===== src/rtl/display_scheduler.sv =====
module display_scheduler #(
  parameter int STAGE_CYCLES = 12_500_000
) (
  input  logic        clk,
  input  logic        rst_n,
  input  logic        tick_1hz,
  input  logic        time_load,
  input  logic [11:0] time_value,
  input  logic [3:0]  interval_sel,
  input  logic [3:0]  duration_sel,
  input  logic        manual_on,
  output logic        hv_en,
  output logic        lv_en
);

  localparam int CW = (STAGE_CYCLES > 1) ? $clog2(STAGE_CYCLES) : 1;
  localparam logic [11:0] LAST_SEC = 12'd3599;
  localparam logic [CW-1:0] STAGE_END = CW'(STAGE_CYCLES - 1);

  typedef enum logic [1:0] {PWR_OFF, PWR_RAMP, PWR_ON, PWR_DRAIN} pwr_t;

  logic [11:0]   sec;
  logic [11:0]   sec_adv;
  logic          load_ok;
  logic          auto_on;
  logic          demand;
  pwr_t          state;
  logic [CW-1:0] cnt;

  function automatic logic in_window(input logic [11:0] s, input logic [3:0] code,
                                     input logic [3:0] dur);
    logic [12:0] sum, r, lim;
    sum = {1'b0, s} + {9'd0, dur};
    lim = {8'd0, dur, 1'b0};
    case (code)
      4'h1: r = sum % 13'd45;
      4'h2: r = sum % 13'd60;
      4'h3: r = sum % 13'd90;
      4'h4: r = sum % 13'd120;
      4'h5: r = sum % 13'd180;
      4'h6: r = sum % 13'd240;
      4'h7: r = sum % 13'd300;
      4'h8: r = sum % 13'd360;
      4'h9: r = sum % 13'd600;
      4'hA: r = sum % 13'd720;
      4'hB: r = sum % 13'd900;
      4'hC: r = sum % 13'd1200;
      4'hD: r = sum % 13'd1800;
      4'hE: r = sum % 13'd3600;
      default: r = '1;
    endcase
    if (code == 4'hF) return 1'b1;
    return r < lim;
  endfunction

  assign load_ok = time_load && (time_value <= LAST_SEC);
  assign sec_adv = (sec == LAST_SEC) ? 12'd0 : sec + 12'd1;
  assign demand  = manual_on || auto_on;

  always_ff @(posedge clk) begin
    if (!rst_n) begin
      sec     <= 12'd0;
      auto_on <= 1'b0;
    end else if (load_ok) begin
      sec <= time_value;
    end else if (tick_1hz) begin
      sec     <= sec_adv;
      auto_on <= in_window(sec_adv, interval_sel, duration_sel);
    end
  end

  always_ff @(posedge clk) begin
    if (!rst_n) begin
      state <= PWR_OFF;
      cnt   <= '0;
    end else begin
      case (state)
        PWR_OFF:
          if (demand) begin
            state <= PWR_RAMP;
            cnt   <= '0;
          end
        PWR_RAMP:
          if (!demand)              state <= PWR_OFF;
          else if (cnt == STAGE_END) state <= PWR_ON;
          else                      cnt   <= cnt + 1'b1;
        PWR_ON:
          if (!demand) begin
            state <= PWR_DRAIN;
            cnt   <= '0;
          end
        PWR_DRAIN:
          if (demand) begin
            state <= PWR_RAMP;
            cnt   <= '0;
          end else if (cnt == STAGE_END) state <= PWR_OFF;
          else                          cnt   <= cnt + 1'b1;
        default: state <= PWR_OFF;
      endcase
    end
  end

  assign hv_en = (state != PWR_OFF);
  assign lv_en = (state == PWR_ON);

  a_r8_lv_needs_hv: assert property (@(posedge clk) disable iff (!rst_n)
    lv_en |-> hv_en);
  a_r8_lv_after_hv: assert property (@(posedge clk) disable iff (!rst_n)
    $rose(lv_en) |-> $past(hv_en));
  a_r9_hv_drops_last: assert property (@(posedge clk) disable iff (!rst_n)
    $fell(hv_en) |-> !$past(lv_en));
  a_r2_in_range: assert property (@(posedge clk) disable iff (!rst_n)
    sec <= LAST_SEC);
  a_r2_advance: assert property (@(posedge clk) disable iff (!rst_n)
    (tick_1hz && !load_ok) |=> sec == (($past(sec) == LAST_SEC) ? 12'd0 : $past(sec) + 12'd1));
  a_r2_load: assert property (@(posedge clk) disable iff (!rst_n)
    load_ok |=> sec == $past(time_value));
  a_r5_hold: assert property (@(posedge clk) disable iff (!rst_n)
    (!tick_1hz || load_ok) |=> $stable(auto_on));
  a_r10_abort: assert property (@(posedge clk) disable iff (!rst_n)
    (hv_en && !lv_en && !demand && state == PWR_RAMP) |=> !hv_en);

endmodule


===== config.mk =====
export PLATFORM = sky130hd
export DESIGN_NAME = display_scheduler
export DESIGN_NICKNAME = d
export VERILOG_FILES = /design/src/rtl/display_scheduler.sv
export SDC_FILE = /design/constraint.sdc
export NUM_CORES = 1
export LEC_CHECK = 0
export ABC_AREA = 0
export CORE_ASPECT_RATIO = 1.1
export CORE_MARGIN = 2
export CORE_UTILIZATION = 45
export DETAILED_ROUTE_END_ITERATION = 8
export DONT_BUFFER_PORTS = 1
export SKIP_LAST_GASP = 1
export SYNTH_ARGS = -nofsm -noshare
export SYNTH_HDL_FRONTEND = slang
export SYNTH_SLANG_ARGS = --single-unit

===== constraint.sdc =====
create_clock -name clk -period 22.9 [get_ports clk]
set_input_delay 1.145 -clock clk [delete_from_list [all_inputs] [get_ports clk]]
set_output_delay 1.145 -clock clk [all_outputs]
set_load 0.01 [all_outputs]

==> impl_results.md <==
* Outcome: finished clean
* Vias at around 7500
* Core ar. at around 0.016 mm2
* Clock slew at reported path FFs at approximately 60 ps
* Final hold vios at 0
* Die H at ~140 um
* Max cap viols at 0
* R2R Path Start: sec[0]$_SDFFE_PN0P_
* Syn nets at 1159
* CP max-delay cell: a41oi_1
* Die Area at 0.0176 mm2
* Top-Level Pins at 27
* Initial core utilization at between 40% and 50%
* Die span in x at ~130 um
* Hold Startpoint: cnt[4]$_SDFFE_PN0P_
* Crit path kind: flip-flop to flip-flop
* Relative slew slack at 30.1%
* Post-synthesis sequential area ratio at between 10% and 20%
* CP Capture Type: flip-flop
* Min Tclk post-route at about 21000 ps
* Clk sink count at 39
* Met3 wire len at ~910 um
* Routed len/inst at roughly 17 um
* Hold Path End: cnt[4]$_SDFFE_PN0P_
* Max-slew violation count at 0
* Share of layout cells above drive strength 1 at about 6.6%
* Row count at between 40 and 50
* 1st-iter DRT viols at 454
* DP HPWL at around 17 mm
* Clk root buf: clkbuf_16
* Setup Total Neg Slack at 0 ps
* CP required at roughly 23000 ps
* Proportion of netlist area held by the largest area contributor at 14.3%
* Max FO, Critical Path at 14
* Count of state elements after synthesis at 39
* Ys flop type: dfxtp_1
* Critical Path Source: sec[0]$_SDFFE_PN0P_
* Remaining DRCs at 0
* FF-to-FF path depth at 75
* Post-Syn Area per Cell at 7.11 um2
* Synthesized area at 0.00744 mm2
* CP max stage delay at 790 ps
* WP data arrival at about 21000 ps
* Commonest non-fill, non-tap cell in the layout: nor2_1
* Worst setup SP type: flip-flop
* GP Congestion at between 0.9 and 1
* H-tree depth at 2
* Fillcell total at around 1600
* Drt via density at roughly 6
* Number of synthesized flops with an enable pin at 0
* Grt total ovfl at 0
* Clk_skew at a little under 8 ps
* Clk_lat worst skew at just under 300 ps
* First-pass GRT wire length at around 35 mm
* Initial antenna violation count at 0
* CTS tree: built
* Async set-reset flop share out of synthesis at 0%
* Top routing layer in use: met4
* RSZ-0062 raised after global routing: no
* Least-Margin Pin Slew at approximately 1000 ps
* Total GRT Usage at a little under a quarter
* Post-route clock period utilization at approximately nine tenths
* Area delta synth->final at 2.89%
* Top cells by area, synth: ha_1 (14%), dfxtp_1 (10%), nor2_1 (6.4%)
* M1 WL at approximately 10 mm
* Flop-to-flop setup slack at approximately 2000 ps
* Worst Hold Depth at 1
* Max Freq at ~48 MHz
* Vias in the first global route at between 6000 and 7000
* Post-DRT Antenna Nets at 0
* Capture point of the worst reg-to-reg path: auto_on$_SDFFE_PN0P_
* HP Class: flip-flop to flip-flop
* Setup violations, final at 0
* N_diodes at 0
* Longest Clk Path Bufs at 2
* First-pass DRT Iterations at 5
* Yosys Warn Count at 0
* Cell accounting for the most synthesized area: ha_1
* Most frequent cells in the layout: nor2_1 (126), nand2_1 (113), ha_1 (85), a21oi_1 (74), o21ai_0 (64)
* Synth Instances at 1047
* Distinct cells, synth at 96
* PortBufs at 0
* Routed met2 length at 9.57 mm
* Largest net degree at the start of global routing at 31
* Num CTS Buffers at 5
* CP most frequent cell: a21oi_1
* Detailed Route WL at around 21 mm
* Final #Nets at 1127
## final cells by class
cell class / instances / area, um2 / area share (%)
tap: 204 / 255 / 3.33
timing repair buffer: 4 / 30.0 / 0.392
clock buffer: 5 / 125 / 1.63
sequential: 39 / 781 / 10.2
clock inverter: 3 / 20.0 / 0.261
inverter: 30 / 113 / 1.47
multi-input combinational: 935 / 6340 / 82.7
## per-stage QoR
stage | setup slack (ps) | area [um2] | std cells | utilization, % | hold WS, ps
after floorplan | 5170 | 7440 | 1047 | - | 441
after global placement | 2470 | 7510 | 1212 | 46.2 | 463
after detailed placement | 2240 | 7510 | 1212 | 46.2 | 465
after CTS | 2190 | 7650 | 1220 | 47.1 | 477
after global routing | 189 | 7660 | 1220 | 47.1 | 527
final | 2020 | 7660 | 1220 | 47.1 | 480
## registers in the layout, indices dropped and copies added, names as in the netlist, named ones only
name,count
auto_on,1
cnt,24
sec,12
state,1
## cells in the mapped netlist (6+ instances only)
library cell / count
a21o_1: 15
and4_1: 6
and2_1: 18
nand2_1: 113
nor2b_1: 13
o21a_1: 24
ha_1: 85
o211ai_1: 13
or3_1: 15
o21ai_0: 64
xor2_1: 31
a211oi_1: 13
dfxtp_1: 39
a21oi_1: 74
a22oi_1: 6
xnor2_1: 35
buf_2: 11
a31oi_1: 15
or2_2: 11
mux2_2: 8
nand3_1: 34
and3_1: 12
nor3_1: 37
nor4_1: 11
clkbuf_1: 22
mux2i_1: 12
nand2b_1: 12
inv_1: 30
o22ai_1: 7
nand4_1: 15
nor2_1: 126
## worst max-delay path, delay by kind of cell (launching register included)
family                     cells  cell delay, ps
AOI/OAI and AO/OA             37           10320
xor gates and xnor gates       1             170
adders and majority gates     11            3590
buffers and inverters          1              60
DFF                            1             450
muxes                          2             820
and+or+nand+nor               23            5370
## routing by layer
metal / up-vias / global-route usage, %
li1: 3818 / -
met5: - / 0
met2: 156 / 39.4
met1: 3474 / 33.2
met4: 0 / 5.73
met3: 20 / 1.77
## cells by family (layout without fill, tap and decap cells)
logic type | count (synthesis) | after routing | synth area share, %
compound gates | 311 | 311 | 29.1
xor+xnor | 66 | 66 | 7.76
fa+ha+maj | 87 | 87 | 14.8
buf+inv | 73 | 42 | 4.47
flops | 39 | 39 | 10.5
mux | 22 | 22 | 3.21
simple gates | 449 | 449 | 30.2
## how the worst max path moves through the flow
| stage | end |
|---|---|
| 3_3_place_gp | auto_on$_SDFFE_PN0P_ |
| 6_report | auto_on$_SDFFE_PN0P_ |
| 3_5_place_dp | auto_on$_SDFFE_PN0P_ |
| 4_1_cts | auto_on$_SDFFE_PN0P_ |
| 2_1_floorplan | auto_on$_SDFFE_PN0P_ |
| 5_1_grt | auto_on$_SDFFE_PN0P_ |
## timing repair
item	CTS	global route
hold buffers	0	0
setup endpoints to repair	0	1
gates resized for setup	0	1
buffers inserted	0	0
Power is left out: the tool's default activity adds up to more than one toggle a clock period on the data nets, which glitch-free logic cannot reach.
